===== config.mk =====
export PLATFORM = sky130hd
export DESIGN_NAME = synth_prog_if
export DESIGN_NICKNAME = d
export VERILOG_FILES = /design/src/rtl/sp_pkg.sv /design/src/rtl/sp_sync_edge.sv /design/src/rtl/sp_cfg_regs.sv /design/src/rtl/sp_out_sel.sv /design/src/rtl/synth_prog_if.sv
export SDC_FILE = /design/constraint.sdc
export NUM_CORES = 1
export LEC_CHECK = 0
export BUFFER_PORTS_ARGS = -buffer_cell sky130_fd_sc_hd__buf_4
export CORE_ASPECT_RATIO = 1.5
export CORE_UTILIZATION = 48
export DETAILED_ROUTE_END_ITERATION = 10
export PLACE_DENSITY_LB_ADDON = 0.05
export SETUP_SLACK_MARGIN = 0.4
export SLEW_MARGIN = 20
export SYNTH_ARGS = -nofsm -noshare
export SYNTH_HDL_FRONTEND = slang
export SYNTH_SLANG_ARGS = --single-unit

===== constraint.sdc =====
create_clock -name clk -period 3.2 [get_ports clk]
set_input_delay 0 -clock clk [delete_from_list [all_inputs] [get_ports clk]]
set_output_delay 0 -clock clk [all_outputs]
set_load 0.01 [all_outputs]

===== src/rtl/sp_pkg.sv =====
package sp_pkg;
  localparam int M_W      = 9;
  localparam int A_W      = 4;
  localparam int R_W      = 6;
  localparam int DIR_M_W  = 7;
  localparam int DIR_R_W  = 4;
  localparam int PAR_W    = 8;
  localparam int ENH_W    = 8;
  localparam int CFG_W    = M_W + A_W + R_W + 1;
  // word layout
  localparam int POS_A    = 0;
  localparam int POS_RLO  = POS_A + A_W;
  localparam int POS_MLO  = POS_RLO + DIR_R_W;
  localparam int POS_PRE  = POS_MLO + DIR_M_W;
  localparam int POS_MHI  = POS_PRE + 1;
  localparam int POS_RHI  = POS_MHI + (M_W - DIR_M_W);
  localparam int HI_W     = CFG_W - POS_MHI;
  // control register bit roles
  localparam int ENH_PD    = 3;
  localparam int ENH_LOAD  = 4;
  localparam int ENH_MSEL  = 5;
  localparam int ENH_PRESC = 6;
  localparam int ENH_OFF   = 7;

  typedef enum logic [1:0] {MODE_PAR = 2'b00, MODE_SER = 2'b01, MODE_DIR = 2'b10} load_mode_e;

  typedef struct packed {
    logic [M_W-1:0] m;
    logic [A_W-1:0] a;
    logic [R_W-1:0] r;
    logic           pre_n;
  } div_cfg_t;

  function automatic load_mode_e decode_mode(input logic dir, input logic ser);
    if (dir)      return MODE_DIR;
    else if (ser) return MODE_SER;
    else          return MODE_PAR;
  endfunction

  function automatic div_cfg_t unpack_cfg(input logic [CFG_W-1:0] w);
    div_cfg_t c;
    c.a     = w[POS_A +: A_W];
    c.r     = {w[POS_RHI +: R_W-DIR_R_W], w[POS_RLO +: DIR_R_W]};
    c.m     = {w[POS_MHI +: M_W-DIR_M_W], w[POS_MLO +: DIR_M_W]};
    c.pre_n = w[POS_PRE];
    return c;
  endfunction
endpackage


===== src/rtl/sp_sync_edge.sv =====
module sp_sync_edge #(
  parameter int W = 1
) (
  input  logic         clk,
  input  logic         rst_n,
  input  logic [W-1:0] async_i,
  output logic [W-1:0] lvl_o,
  output logic [W-1:0] rise_o,
  output logic [W-1:0] fall_o
);
  logic [W-1:0] s1_q, s2_q, s3_q;

  always_ff @(posedge clk or negedge rst_n) begin
    if (!rst_n) begin
      s1_q <= '0;
      s2_q <= '0;
      s3_q <= '0;
    end else begin
      s1_q <= async_i;
      s2_q <= s1_q;
      s3_q <= s2_q;
    end
  end

  assign lvl_o  = s2_q;
  assign rise_o = s2_q & ~s3_q;
  assign fall_o = ~s2_q & s3_q;
endmodule


===== src/rtl/sp_cfg_regs.sv =====
module sp_cfg_regs
  import sp_pkg::*;
(
  input  logic              clk,
  input  logic              rst_n,
  input  load_mode_e        mode,
  input  logic              sclk_rise,
  input  logic              sdata,
  input  logic              swr_lvl,
  input  logic              swr_rise,
  input  logic              ewr_lvl,
  input  logic              ewr_rise,
  input  logic              ewr_fall,
  input  logic              hop_rise,
  input  logic              phi_rise,
  input  logic              pmid_rise,
  input  logic              plo_rise,
  input  logic [PAR_W-1:0]  pdata,
  output logic [CFG_W-1:0]  prim_o,
  output logic [CFG_W-1:0]  sec_o,
  output logic [ENH_W-1:0]  enh_o
);
  logic [CFG_W-1:0] prim_q, prim_d, sec_q, sec_d;
  logic [ENH_W-1:0] stg_q, stg_d, enh_q, enh_d;
  logic             ser_m, par_m;
  logic             shift_p, shift_e, copy_en, cap_ser, cap_par;

  assign ser_m   = (mode == MODE_SER);
  assign par_m   = (mode == MODE_PAR);
  assign shift_p = ser_m & sclk_rise & ~swr_lvl & ~ewr_lvl;
  assign shift_e = ser_m & sclk_rise & ~swr_lvl &  ewr_lvl;
  assign copy_en = (ser_m & swr_rise) | ((ser_m | par_m) & hop_rise);
  assign cap_ser = ser_m & ewr_fall;
  assign cap_par = par_m & ewr_rise;

  always_comb begin
    prim_d = prim_q;
    if (shift_p) prim_d = {prim_q[CFG_W-2:0], sdata};
    if (par_m) begin
      if (phi_rise)  prim_d[POS_MHI +: HI_W]  = pdata[HI_W-1:0];
      if (pmid_rise) prim_d[POS_MLO +: PAR_W] = pdata;
      if (plo_rise)  prim_d[POS_A +: PAR_W]   = pdata;
    end
    sec_d = copy_en ? prim_q : sec_q;
    stg_d = shift_e ? {stg_q[ENH_W-2:0], sdata} : stg_q;
    enh_d = enh_q;
    if (cap_ser)      enh_d = stg_q;
    else if (cap_par) enh_d = pdata;
  end

  always_ff @(posedge clk or negedge rst_n) begin
    if (!rst_n) begin
      prim_q <= '0;
      sec_q  <= '0;
      stg_q  <= '0;
      enh_q  <= '0;
    end else begin
      prim_q <= prim_d;
      sec_q  <= sec_d;
      stg_q  <= stg_d;
      enh_q  <= enh_d;
    end
  end

  assign prim_o = prim_q;
  assign sec_o  = sec_q;
  assign enh_o  = enh_q;

  assert_shift_in_R3: assert property (@(posedge clk) disable iff (!rst_n)
    shift_p |=> (prim_q == {$past(prim_q[CFG_W-2:0]), $past(sdata)}));
  assert_copy_R4: assert property (@(posedge clk) disable iff (!rst_n)
    copy_en |=> (sec_q == $past(prim_q)));
  assert_sec_hold_R4: assert property (@(posedge clk) disable iff (!rst_n)
    !copy_en |=> $stable(sec_q));
  assert_enh_hold_R7: assert property (@(posedge clk) disable iff (!rst_n)
    !(cap_ser | cap_par) |=> $stable(enh_q));
  assert_par_quiet_R12: assert property (@(posedge clk) disable iff (!rst_n)
    (ser_m & !sclk_rise) |=> $stable(prim_q));
endmodule


===== src/rtl/sp_out_sel.sv =====
module sp_out_sel
  import sp_pkg::*;
(
  input  load_mode_e          mode,
  input  logic                use_primary,
  input  logic                enh_en_n,
  input  logic [CFG_W-1:0]    prim,
  input  logic [CFG_W-1:0]    sec,
  input  logic [ENH_W-1:0]    enh,
  input  logic [DIR_M_W-1:0]  dir_m,
  input  logic [DIR_R_W-1:0]  dir_r,
  input  logic [A_W-1:0]      dir_a,
  input  logic                dir_pre_en_n,
  output div_cfg_t            cfg_o,
  output logic [4:0]          ctl_o
);
  div_cfg_t reg_cfg, pin_cfg;

  always_comb begin
    reg_cfg       = unpack_cfg(use_primary ? prim : sec);
    pin_cfg.m     = {{(M_W-DIR_M_W){1'b0}}, dir_m};
    pin_cfg.r     = {{(R_W-DIR_R_W){1'b0}}, dir_r};
    pin_cfg.a     = dir_a;
    pin_cfg.pre_n = dir_pre_en_n;
    cfg_o         = (mode == MODE_DIR) ? pin_cfg : reg_cfg;
    ctl_o         = enh_en_n ? 5'b0
                  : {enh[ENH_OFF], enh[ENH_PRESC], enh[ENH_MSEL], enh[ENH_LOAD], enh[ENH_PD]};
  end
endmodule


===== src/rtl/synth_prog_if.sv =====
module synth_prog_if
  import sp_pkg::*;
(
  input  logic               clk,
  input  logic               rst_n,
  input  logic               mode_direct,
  input  logic               mode_serial,
  input  logic               ser_clk,
  input  logic               ser_data,
  input  logic               ser_wr,
  input  logic               enh_wr,
  input  logic [PAR_W-1:0]   par_data,
  input  logic               par_wr_hi,
  input  logic               par_wr_mid,
  input  logic               par_wr_lo,
  input  logic               hop_wr,
  input  logic               use_primary,
  input  logic               enh_en_n,
  input  logic [DIR_M_W-1:0] dir_m,
  input  logic [DIR_R_W-1:0] dir_r,
  input  logic [A_W-1:0]     dir_a,
  input  logic               dir_pre_en_n,
  output logic [M_W-1:0]     m_val,
  output logic [A_W-1:0]     a_val,
  output logic [R_W-1:0]     r_val,
  output logic               pre_en_n,
  output logic               pwr_down,
  output logic               cnt_load,
  output logic               dout_msel,
  output logic               dout_presc,
  output logic               fpfc_off
);
  localparam int STB_N = 7;
  localparam int SY_W  = STB_N + 1 + PAR_W;

  logic            rst_q1, rst_q2;
  logic [SY_W-1:0] sy_in, sy_lvl, sy_rise, sy_fall;
  logic [CFG_W-1:0] prim, sec;
  logic [ENH_W-1:0] enh;
  load_mode_e      mode;
  div_cfg_t        cfg;
  logic [4:0]      ctl;

  always_ff @(posedge clk or negedge rst_n) begin
    if (!rst_n) begin
      rst_q1 <= 1'b0;
      rst_q2 <= 1'b0;
    end else begin
      rst_q1 <= 1'b1;
      rst_q2 <= rst_q1;
    end
  end

  assign sy_in = {par_data, ser_data, hop_wr, par_wr_lo, par_wr_mid, par_wr_hi,
                  enh_wr, ser_wr, ser_clk};
  assign mode  = decode_mode(mode_direct, mode_serial);

  sp_sync_edge #(.W(SY_W)) u_sync (
    .clk(clk), .rst_n(rst_q2), .async_i(sy_in),
    .lvl_o(sy_lvl), .rise_o(sy_rise), .fall_o(sy_fall)
  );

  sp_cfg_regs u_regs (
    .clk(clk), .rst_n(rst_q2), .mode(mode),
    .sclk_rise(sy_rise[0]), .sdata(sy_lvl[STB_N]),
    .swr_lvl(sy_lvl[1]), .swr_rise(sy_rise[1]),
    .ewr_lvl(sy_lvl[2]), .ewr_rise(sy_rise[2]), .ewr_fall(sy_fall[2]),
    .hop_rise(sy_rise[6]), .phi_rise(sy_rise[3]), .pmid_rise(sy_rise[4]),
    .plo_rise(sy_rise[5]), .pdata(sy_lvl[SY_W-1 -: PAR_W]),
    .prim_o(prim), .sec_o(sec), .enh_o(enh)
  );

  sp_out_sel u_sel (
    .mode(mode), .use_primary(use_primary), .enh_en_n(enh_en_n),
    .prim(prim), .sec(sec), .enh(enh),
    .dir_m(dir_m), .dir_r(dir_r), .dir_a(dir_a), .dir_pre_en_n(dir_pre_en_n),
    .cfg_o(cfg), .ctl_o(ctl)
  );

  assign m_val      = cfg.m;
  assign a_val      = cfg.a;
  assign r_val      = cfg.r;
  assign pre_en_n   = cfg.pre_n;
  assign pwr_down   = ctl[0];
  assign cnt_load   = ctl[1];
  assign dout_msel  = ctl[2];
  assign dout_presc = ctl[3];
  assign fpfc_off   = ctl[4];

  assert_pin_upper_zero_R10: assert property (@(posedge clk) disable iff (!rst_q2)
    mode_direct |-> (m_val[M_W-1:DIR_M_W] == '0 && r_val[R_W-1:DIR_R_W] == '0));
  assert_ctl_gate_R9: assert property (@(posedge clk) disable iff (!rst_q2)
    enh_en_n |-> !(pwr_down | cnt_load | dout_msel | dout_presc | fpfc_off));
  assert_reset_clear_R1: assert property (@(posedge clk)
    (!rst_q2 && !mode_direct) |-> (m_val == '0 && a_val == '0 && r_val == '0 && !pre_en_n));
endmodule


After elaboration in Yosys (flattened, before gate mapping)
Cells that the tools add are included.
- equality and inequality tests: 2
- muxes and demuxes: 12
- bitwise gates (word level): 16
- reduce and logical (&&, ||, !) cells: 2
- operators by type and width (cell ; count):
    $mux 20 ; 4
    $mux 8 ; 4
    $and 1x1->1 ; 8
    $and 7x7->7 ; 1
    $not 7->7 ; 1
    $mux 5 ; 1
    $mux 4 ; 1
    $and 3x3->3 ; 1
    $not 3->3 ; 1
    $eq 2x1->1 const B ; 1
    $eq 2x2->1 const B ; 1
    $logic_not 2->1 ; 1
    $mux 2 ; 1
    $not 1->1 ; 2
    $or 1x1->1 ; 2
    $reduce_bool 2->1 ; 1
    $mux 1 ; 1
- bits in registers: 97
- output and inout bits: 25
- word-level logic and storage cells: 41

Depth between registers and ports, before layout
Gate-level depths: netlist of run 1.
- depth after elaboration: 9
- mapped depth: 5
- mapped depth without buffers: 3

Modules after synthesis
Synthesis of run 1 repeated with hierarchy kept, for this count alone.
- cells, all modules: 346
- area, all modules: 4692.0 µm²
- modules (own cells, without submodules) (module ; times used ; cells an instance ; area an instance (µm²)):
    sp_cfg_regs ; 1 ; 211 ; 2511.2
    sp_sync_edge ; 1 ; 80 ; 1481.4
    sp_out_sel ; 1 ; 51 ; 631.9
    synth_prog_if ; 1 ; 4 ; 67.6

Worst setup path after synthesis of run 1
Ideal clock, no wire load.
- kind: register to register
- start point: register u_sync.s2_q[1] (netlist: u_sync.lvl_o[1])
- end point: register u_regs.stg_q[0]
- arrival time: 1283 ps
- required time: 3075 ps
- path slack: 1792 ps
- stages on the path, launching flop included: 5
- path buffers: 1
- period minus slack after synthesis: 1408 ps
- cells stage by stage: dfrtp_1 -> nor3b_2 -> and4b_1 -> buf_2 -> mux2_2
- cells in the longest elaborated chain, start to end: 3
- ends and longest elaborated chain (what ; RTL line ; RTL):
    start, declared ; sp_sync_edge.sv:11 ; logic [W-1:0] s1_q, s2_q, s3_q;
    start signal, assigned ; sp_sync_edge.sv:20 ; s2_q <= s1_q;
    $not 1->1 ; sp_cfg_regs.sv:31 ; assign shift_e = ser_m & sclk_rise & ~swr_lvl & ewr_lvl;
    $and 1x1->1 (2 in a row) ; sp_cfg_regs.sv:31 ;
    end signal, assigned ; sp_cfg_regs.sv:60 ; stg_q <= stg_d;
    end, declared ; sp_cfg_regs.sv:24 ; logic [ENH_W-1:0] stg_q, stg_d, enh_q, enh_d;
Every way passes these cells.
A chain may end at the register's enable or synchronous reset.

Final worst setup path of run 1
- start point: register u_sync.s2_q[1] (netlist: u_sync.lvl_o[1])
- end point: register u_regs.prim_q[10] (netlist: u_regs.prim_o[10])
- cells in the longest elaborated chain, start to end: 6
- ends and longest elaborated chain (what ; RTL line ; RTL):
    $not 1->1 * ; sp_cfg_regs.sv:30 ; assign shift_p = ser_m & sclk_rise & ~swr_lvl & ~ewr_lvl;
    $and 1x1->1 * (2 in a row) ; sp_cfg_regs.sv:30 ;
    $mux 20 * ; sp_cfg_regs.sv:38 ; if (shift_p) prim_d = {prim_q[CFG_W-2:0], sdata};
    $mux 8 ; sp_cfg_regs.sv:41 ; if (pmid_rise) prim_d[POS_MLO +: PAR_W] = pdata;
    $mux 20 * ; sp_cfg_regs.sv:39 ; if (par_m) begin
    net u_regs.prim_d[10] ; sp_cfg_regs.sv:23 ; logic [CFG_W-1:0] prim_q, prim_d, sec_q, sec_d;
    end signal, assigned ; sp_cfg_regs.sv:58 ; prim_q <= prim_d;
    end, declared ; sp_cfg_regs.sv:23 ;
Mark *: on every way through the listed nets, which the timed path passes. The rest lies on a longest branch.

==> impl_results.md, run 1 <==
- Status: finished, final reports clean
- Crit Path Max Fanout: 22
- Unrepaired setup endpoints after global routing: no
- Synth Cell Area: 0.00385 sq mm
- Post-synth top area cell: dfrtp_1
- Synth Warn #: 0
- Via count: 2521
- FP Rows: 39
- Skew-Pair Late Insertion Delay: 0.33 ns
- Final min period: 1.83 ns
- Die ar.: 0.00839 sq mm
- HP Start: mode_serial
- Synth top area cells: dfrtp_1 (61%), mux2_2 (8.2%), nand2_1 (5.5%)
- CTS buffer count: 9
- GRT Overall Usage: 19.4%
- Path depth of the worst reg2reg path: 4
- DRC errors left: 0
- FF-to-FF Start: u_sync.lvl_o[1]
- EDFF count, synth: 0
- First-pass GRT wire length: 12100 um
- Number of max-cap violations: 0
- Pre-antenna DRT Iters: 4
- Share of synthesized registers carrying an async set or reset: 100%
- P&R area growth vs syn: 25.2%
- Routability cong.: 0.769
- FF-to-FF setup slack: 1.37 ns
- Post-synth cell types: 28
- CTS tree: yes
- Critical path arrival: 2.01 ns
- Final period util: 57.3%
- Power Density: 606 mW/mm^2
- Register area share after synthesis: 61.1%
- Clock Skew: 0.00433 ns
- Synth top area share: 61.1%
- CP endpoint kind: register
- Die H: 112 um
- Post-route ant nets: 0
- Synth Net Count: 346
- Worst Tran Pin Value: 0.926 ns
- Worst min path class: in2reg
- Crit path kind: reg2reg
- Vias in the first global route: 2497
- Vias per cell: 5.13
- Synth top cells by count: dfrtp_1 (94), nand2_1 (56), mux2_2 (28)
- Nature of the critical path startpoint: register
- Share of cells above drive strength 1: 30.3%
- Initial core utilization: 50.0%
- Post_cts resized: 0
- R2R Path End: u_regs.prim_o[10]
- Routed len/inst: 14.8 um
- Cells after Synth: 308
- Hold depth: 4
- Slew Viols, Final: 0
- Htree depth: 3
- Largest net degree at the start of global routing: 75
- Number of synthesized register bits: 94
- Top FF cell, synth: dfrtp_1
- Clk root buf: clkbuf_16
- CTS Buffer Depth: 2
- Max Fclk: 545 MHz
- Fin Setup TNS: 0 ns
- Port buffer count: 62
- Detailed Route WL: 7260 um
- Antenna cells: 0
- Die span in x: 75.1 um
- Synthesized area per cell: 12.5 sq um
- Total core area: 0.00771 sq mm
- Top Ports: 63
- Clk sinks: 94
- Final hold viol count: 0
- Overall power: 2.92 mW
- Final HPWL DP: 4740 um
- Gr ovfl total: 0
- CP Data Required Time: 3.38 ns
- Worst Hold Endpoint: u_regs.prim_o[16]
- Setup violators final: 0
- Most frequent cell after synthesis: dfrtp_1
- Clock edge transition at the registers on the reported setup and hold paths: 0.06 ns
- Max VDD drop: 0.470 mV
- Leak: 2.22 nW
- Initial antenna violation count: 0
- Fin nets: 423
- Initial DRC Count: 146
- Relative slew slack: 38.2%
==> through the flow <==
stage	area [sq um]	cells	util [%]	setup WS, ns	hold slack, ns
2_1_floorplan	3850	308	-	1.62	-0.296
3_3_place_gp	4360	458	56.6	1.44	-0.218
3_5_place_dp	4360	458	56.6	1.36	-0.215
4_1_cts	4820	491	62.6	1.34	0.119
5_1_grt	4820	491	62.6	1.19	0.164
6_report	4820	491	62.6	1.37	0.130
==> cells by family after synthesis <==
kind of cell | synth area share, %
and+or+nand+nor | 14.7
DFF | 61.1
other | 0.0974
buffers and inverters | 3.15
AOI/OAI and AO/OA | 7.63
muxes | 13.4
==> cells in the final DEF (no fill, tap or decap) <==
cell type	instances
dfrtp_1	93
nand3b_1	1
and3_1	5
nand3_1	20
nand2b_1	1
o21ai_0	16
nor3b_2	1
and4b_1	1
nor3b_4	1
mux2_2	28
mux2i_1	20
a221o_1	5
and2_1	1
dfrtp_4	1
buf_4	67
conb_1	1
o211ai_1	20
or4b_4	2
nor4b_4	2
dlygate4sd3_1	18
nor2_1	4
a21oi_1	1
clkbuf_8	3
clkbuf_16	9
clkbuf_1	2
or4b_1	1
clkinv_2	1
nand2_1	56
a21oi_2	1
nor2b_1	5
nor4b_2	2
==> area by class of cell <==
type	count	area, sq um
sequential	94	2360
tap	102	128
fill	635	2890
multi-input combinational	195	1380
clock buffer	14	274
timing repair buffer	85	683
clock inverter	1	5.00
==> how the worst max path moves through the flow <==
stage,cells after the start,to,start
5_1_grt,4,u_regs.prim_o[7],u_sync.lvl_o[1]
2_1_floorplan,0,u_regs.enh_o[3],rst_q2
3_5_place_dp,4,u_regs.prim_o[4],u_sync.lvl_o[1]
6_report,4,u_regs.prim_o[10],u_sync.lvl_o[1]
3_3_place_gp,4,u_regs.prim_o[0],u_sync.lvl_o[1]
4_1_cts,4,u_regs.prim_o[14],u_sync.lvl_o[1]
==> state kept, by name, summed over array words and instances, names as in the netlist <==
name,flops
u_regs.sec_o,20
u_regs.prim_o,20
u_sync.s1_q,16
u_regs.stg_q,8
rst_q2,1
u_sync.s3_q,7
u_sync.lvl_o,16
u_regs.enh_o,5
rst_q1,1
==> worst max-delay path, stage by stage (launching register included) <==
cell	delay (ns)
dfrtp_1	0.40
nor3b_2	0.16
buf_4	0.27
and2_1	0.64
o211ai_1	0.20
==> per-layer routing <==
metal / part of all wire (%) / track usage [%] / wire, um
met3: 3.8 / 3.80 / 278
met1: 45 / 26.0 / 3250
met5: 0 / 0 / 0
met4: 1.5 / 9.14 / 112
met2: 50 / 30.1 / 3620
==> what timing repair did <==
action                    4_1_cts  5_1_grt
hold buffers                   18        0
setup buffers                   0        0
hold endpoints to repair       18        0
==> where the power goes <==
| group | switching (mW) | internal, mW | total [mW] |
|---|---|---|---|
| logic | 0.169 | 0.262 | 0.431 |
| registers | 0.143 | 1.37 | 1.51 |
| clock network | 0.399 | 0.585 | 0.983 |
Power figures use the tool's default switching activity.
==> inputs of run 2 (changes only) <==
- ABC_AREA: unset -> 1
- clock period: 3.2 -> 1.54 ns (I/O delays scaled with it)
==> run 2 against run 1 <==
  * Synthesized area up 2.0%
  * Via count up 35%
  * Clock skew up 0.0015 ns
  * Global-route usage up 4.0 points
  * Total power up 120%
  * Non-clock buffer count up 31
  * Critical path depth up 3
  * Maximum frequency up 52%
  * Combinational power rose to 2.8 times the previous value
  * Sequential cell count unchanged
  * Critical endpoint is now u_regs.prim_o[5]
  * Die area up 2.0%
==> impl_results.md, run 2 <==
- Status: finished, final reports clean
- Clock Skew: 0.00584 ns (+0.00151 ns)
- Leak: 2.80 nW (+26%)
- Post-route ant nets: 0 (unchanged)
- Commonest non-fill, non-tap cell in the layout: nand2_1
- Top Ports: 63 (unchanged)
- Crit path kind: reg2reg
- Slew Viols, Final: 0 (unchanged)
- Skew-Pair Late Insertion Delay: 0.34 ns (about the same)
- Register area share after synthesis: 59.9% (-1.2 points)
- FP Rows: 40 (+2.6%)
- Worst min path class: in2reg
- Share of synthesized registers carrying an async set or reset: 100% (unchanged)
- Gr ovfl total: 0 (unchanged)
- Synth top cells by count: nand2_1 (151), dfrtp_1 (94), nand3_1 (61)
- Most frequent cells in the layout: nand2_1 (134), dfrtp_1 (92), buf_4 (83), nand3_1 (60), inv_1 (46)
- Routed len/inst: 14.0 um (-5.1%)
- P&R area growth vs syn: 39.6%
- Nature of the critical path startpoint: register
- Overall power: 6.58 mW (+120%)
- DRC errors left: 0 (unchanged)
- Final period util: 78.4% (+21 points)
- WHS: 0.110 ns (-0.0199 ns)
- Vias per cell: 4.98 (-3.0%)
- Max Fclk: 828 MHz (+52%)
- Die span in x: 75.9 um (+0.98%)
- Via count: 3397 (+35%)
- Fin Setup TNS: 0 ns (unchanged)
- Inst Count DP: 624 (+36%)
- Dpl cell area: 0.00456 sq mm (+4.6%)
- Routability cong.: 0.799 (+3.9%)
- FF-to-FF Start: u_sync.s3_q[0]
- Max VDD drop: 0.767 mV (+63%)
- Synth top area share: 59.9% (-1.2 points)
- CTS tree: yes
- Number of max-cap violations: 0 (unchanged)
- Clk root buf: clkbuf_16
- Pre-CTS setup slack: 0.232 ns (-1.13 ns)
- Final Instance Count excl. Fillers: 682 (+39%)
- CTS buffer count: 9 (unchanged)
- Vias in the first global route: 3227 (+29%)
- Fillers: 631 (-0.63%)
- Die H: 113 um (+0.98%)
- R2R Path End: u_regs.prim_o[5]
- Antenna cells: 0 (unchanged)
- CP endpoint kind: register
- Synth Warn #: 0 (unchanged)
- Worst setup path endpoint: u_regs.prim_o[5]
- Initial DRC Count: 172 (+18%)
- Relative slew slack: 66.6% (+28 points)
- Worst Setup SP: u_sync.s3_q[0]
- FF-to-FF setup slack: 0.33 ns (-1.03 ns)
- Final hold viol count: 0 (unchanged)
- CTS Buffer Depth: 2 (unchanged)
- Initial antenna violation count: 0 (unchanged)
- Number of synthesized register bits: 94 (unchanged)
- Share of cells above drive strength 1: 25.8% (-4.5 points)
- Htree depth: 3 (unchanged)
- Path depth of the worst reg2reg path: 7 (+3)
- Most frequent cell after synthesis: nand2_1
- Final HPWL DP: 5940 um (+25%)
- Clock edge transition at the registers on the reported setup and hold paths: 0.06 ns (about the same)
- Post-route cell area: 0.00549 sq mm (+14%)
- CP Data Required Time: 1.77 ns (-1.61 ns)
- Critical path arrival: 1.44 ns (-0.57 ns)
- Post-synth top area cell: dfrtp_1
- Top FF cell, synth: dfrtp_1
- Port buffer count: 62 (unchanged)
- Initial core utilization: 49.4% (-0.58 points)
- EDFF count, synth: 0 (unchanged)
- Worst Tran Pin Value: 0.500 ns (-0.426 ns)
- Synth Cell Area: 0.00393 sq mm (+2.0%)
- Detailed Route WL: 9570 um (+32%)
- Cells after Synth: 465 (+51%)
- Fin nets: 610 (+44%)
- Synthesized area per cell: 8.45 sq um (-32%)
- Clk sinks: 94 (unchanged)
- Unrepaired setup endpoints after global routing: yes
- Synth Net Count: 503 (+45%)
- Die ar.: 0.00856 sq mm (+2.0%)
- GRT Overall Usage: 23.4% (+4.0 points)
- Synth top area cells: dfrtp_1 (60%), nand2_1 (14%), nand3_1 (7.8%)
- Crit Path Max Fanout: 8 (-64%)
- Power Density: 1200 mW/mm^2 (+98%)
- First-pass GRT wire length: 14800 um (+22%)
- Setup violators final: 0 (unchanged)
- Final core occ: 68.9% (+6.4 points)
- Final min period: 1.21 ns (-0.627 ns)
- Pre-antenna DRT Iters: 5 (+1)
- Final WS setup: 0.332 ns (-1.03 ns)
- Largest net degree at the start of global routing: 32 (-57%)
- Total core area: 0.00796 sq mm (+3.2%)
- Post-synth cell types: 18 (-36%)
- HP Start: mode_serial
[run 2: cell count changes after synthesis, moves of 25 or more]
| cell | before | now |
|---|---|---|
| mux2_2 | 28 | 0 |
| nand3_1 | 20 | 61 |
| a21oi_1 | 1 | 36 |
| nor2_1 | 4 | 29 |
| nand2_1 | 56 | 151 |
| inv_1 | 0 | 48 |
[run 2: how the worst min path moves through the flow]
stage,endpoint,slack (ns),cells past startpoint
finish,u_regs.enh_o[7],0.11,6
global placement,rst_q1,-0.22,1
global route,u_regs.enh_o[4],0.17,6
detailed placement,rst_q1,-0.22,1
floorplan,rst_q1,-0.30,0
CTS,u_regs.enh_o[7],0.10,6
[run 2: what timing repair did]
| item | CTS | global route |
|---|---|---|
| endpoints found under the setup margin | 40 | 72 |
| cloned | 2 | 4 |
| hold endpoints to repair | 18 | 0 |
| hold buffers | 18 | 0 |
| gates resized for setup | 24 | 37 |
| pin swaps | 7 | 16 |
| setup buffers | 7 | 11 |
[run 2: cell type report]
class | instances | area, sq um | share of cell area [%]
sequential | 94 | 2360 | 43.0
multi-input combinational | 302 | 1440 | 26.3
timing repair buffer | 116 | 1060 | 19.3
clock buffer | 10 | 229 | 4.17
inverter | 49 | 184 | 3.35
tap | 105 | 131 | 2.40
clock inverter | 6 | 86.3 | 1.57
[run 2: power by group]
part	switching, mW	internal (mW)
sequential	0.250	2.80
combinational	0.616	0.594
clock	0.901	1.42
[run 2: routing by layer]
metal	routed length, um	GRT usage [%]	up-vias	part of all wire, %
met3	437	3.65	20	4.6
met2	5020	38.5	113	52
li1	-	-	1679	-
met5	0	0	-	0
met4	303	12.8	0	3.2
met1	3810	28.8	1585	40
[run 2: worst max-delay path, cell delays in order, from the launching register on]
cell,delay [ns]
dfrtp_1,0.37
inv_2,0.05
nand2_2,0.05
nor2_4,0.20
buf_6,0.16
nand3_1,0.10
nand3_1,0.10
nand2_1,0.06
[run 2: logic make-up after synthesis]
kind of cell           count (synthesis)  synth area share [%]
AND/OR/NAND/NOR                      252                  26.8
other                                  1                0.0954
flip-flops                            94                  59.9
buffers and inverters                 70                  7.10
AO/OA/AOI/OAI                         48                  6.11
==> inputs of run 3 (changes only) <==
- clock period: 1.54 -> 1 ns (I/O delays scaled with it)
==> run 3 against run 2 <==
  * The flow now finishes with violations (hold timing, setup timing)
  * Largest power group unchanged
  * Via count is 1.1% higher
  * Register-to-register slack worse by 0.54 ns
  * Clock skew is 0.0063 ns higher
  * Total power is 61% higher
  * Worst hold slack worse by 0.12 ns
  * Die area stayed put
  * Critical endpoint is now u_regs.prim_o[19]
  * Non-clock buffer count is 11 higher
  * Final area is 3.2% higher
==> impl_results.md, run 3 (same netlist as run 2, synthesis figures left out) <==
- Clock edge transition at the registers on the reported setup and hold paths: 0.06 ns (about the same)
- Final WS setup: -0.209 ns (-0.541 ns)
- Antenna cells: 0 (unchanged)
- Clk root buf: clkbuf_16
- Internal power: 7.62 mW (+58%)
- Vias per cell: 4.96 (-0.49%)
- Logic pwr share: 20.0% (+1.6 points)
- Status: finished with violations
- Via count: 3435 (+1.1%)
- Final hold viol count: 2 (+2)
- Leak: 2.84 nW (+1.5%)
- Slew Viols, Final: 0 (unchanged)
- Top Ports: 63 (unchanged)
- Fin Setup TNS: -7.41 ns (-7.41 ns)
- Vias in the first global route: 3337 (+3.4%)
- Final period util: 121% (+42 points)
- Final Instance Count excl. Fillers: 693 (+1.6%)
- CP endpoint kind: register
- Net switching power: 2.94 mW (+66%)
- Max Fclk: 827 MHz (about the same)
- Critical path arrival: 1.44 ns (about the same)
- FP Rows: 40 (unchanged)
- Commonest non-fill, non-tap cell in the layout: nand2_1
- Die ar.: 0.00856 sq mm (unchanged)
- Final HPWL DP: 6020 um (+1.3%)
- Share of cells above drive strength 1: 32.7% (+6.8 points)
- Gr ovfl total: 0 (unchanged)
- Routability cong.: 0.783 (-2.0%)
- FF-to-FF Start: u_sync.s3_q[0]
- Fin nets: 621 (+1.8%)
- Overall power: 10.6 mW (+61%)
- Htree depth: 3 (unchanged)
- Clock Skew: 0.0121 ns (+0.00627 ns)
- Power Density: 1870 mW/mm^2 (+56%)
- Routed len/inst: 13.3 um (-5.0%)
- Pre-antenna DRT Iters: 4 (-1)
- Worst min path class: in2async
- Post-route cell area: 0.00566 sq mm (+3.2%)
- Max VDD drop: 1.67 mV (+120%)
- Initial DRC Count: 139 (-19%)
- Die span in x: 75.9 um (unchanged)
- Nature of the critical path startpoint: register
- Largest net degree at the start of global routing: 34 (+6.3%)
- Crit path kind: reg2reg
- First-pass GRT wire length: 15300 um (+3.4%)
- DRC errors left: 0 (unchanged)
- Unrepaired setup endpoints after global routing: yes
- Post-route ant nets: 0 (unchanged)
- Final core occ: 71.1% (+2.2 points)
- CP Data Required Time: 1.23 ns (-0.54 ns)
- Final min period: 1.21 ns (+0.00109 ns)
- Path depth of the worst reg2reg path: 7 (unchanged)
- Failing checks: hold timing, setup timing
- CTS Buffer Depth: 2 (unchanged)
- P&R area growth vs syn: 44.1%
- CTS tree: yes
- Number of max-cap violations: 0 (unchanged)
- Flop pwr share: 44.1% (-2.2 points)
- Total core area: 0.00796 sq mm (unchanged)
- Initial antenna violation count: 0 (unchanged)
- Setup violators final: 73 (+73)
- Detailed Route WL: 9240 um (-3.4%)
- Inst Count DP: 634 (+1.6%)
- GRT Overall Usage: 24.2% (+0.80 points)
- Power share of the clock group: 35.9% (+0.6 points)
- Port buffer count: 62 (unchanged)
- Most frequent cells in the layout: nand2_1 (145), buf_4 (98), dfrtp_1 (91), nand3_1 (59), inv_1 (43)
- Initial core utilization: 49.4% (unchanged)
- Pre-CTS setup slack: -0.274 ns (-0.506 ns)
- Post-CTS Hold Fix Bufs: 17 (-1)
- Dpl cell area: 0.00486 sq mm (+6.6%)
- R2R Path End: u_regs.prim_o[19]
- Die H: 113 um (unchanged)
- Clk sinks: 94 (unchanged)
- Skew-Pair Late Insertion Delay: 0.35 ns (about the same)
- WHS: -0.0140 ns (-0.124 ns)
- Crit Path Max Fanout: 20 (+12)
- CTS buffer count: 9 (unchanged)
- Switching Share: 27.8% (+0.96 points)
- FF-to-FF setup slack: -0.21 ns (-0.54 ns)
run 3: changes by cell type in the layout (fill, tap and decap cells not counted), sizes merged:
cell / change
inv: +4
dlygate4sd3: -1
clkbuf: -4
clkinvlp: -1
buf: +15
clkinv: -2
run 3: timing repair:
| action | in CTS | in global routing |
|---|---|---|
| gates resized for setup | 31 | 6 |
| setup buffers | 21 | 4 |
| endpoints found under the hold margin | 18 | 2 |
| gates cloned | 1 | 0 |
| endpoints found under the setup margin | 115 | 79 |
| pin swaps | 28 | 8 |
run 3: how the worst max path moves through the flow:
stage | startpoint | end | slack, ns
floorplan | u_sync.s3_q[0] | u_regs.stg_q[5] | -0.10
global placement | u_sync.s3_q[0] | u_regs.stg_q[5] | -0.21
detailed placement | u_sync.s3_q[0] | u_regs.stg_q[5] | -0.27
CTS | u_sync.s3_q[0] | u_regs.prim_o[19] | -0.19
global route | u_sync.s3_q[0] | u_regs.stg_q[5] | -0.26
finish | u_sync.s3_q[0] | u_regs.prim_o[19] | -0.21
run 3: power groups by stage:
stage          Combinational (mW)  Sequential, mW  Clock [mW]
5_1_grt                      2.37            4.71        4.01
3_3_place_gp                 1.60            4.73           0
4_1_cts                      2.06            4.64        3.86
3_5_place_dp                 1.63            4.75           0
2_1_floorplan                1.05            4.68           0
6_report                     2.11            4.66        3.79
run 3: layer usage:
metal	global-route usage, %	share of wire, %	vias to the layer above
met1	29.0	41	1623
li1	-	-	1698
met4	11.0	2.5	0
met2	40.9	53	97
met3	4.99	4.0	17
met5	0	0	-
run 3: layout make-up:
type,count,area [sq um]
flip-flops and latches,94,2360
fillers,597,2300
multi-input cells,302,1530
repair buffers,127,1120
clock buffers,9,225
inverters,49,184
well taps,105,131
clock inverters,7,111
run 3: worst max-delay path, stage by stage, from the launching register on:
cell	delay, ns
dfrtp_1	0.37
inv_2	0.05
nand2_2	0.05
nor2_4	0.17
buf_12	0.18
nand3_1	0.10
nand3_1	0.11
nand2_1	0.06
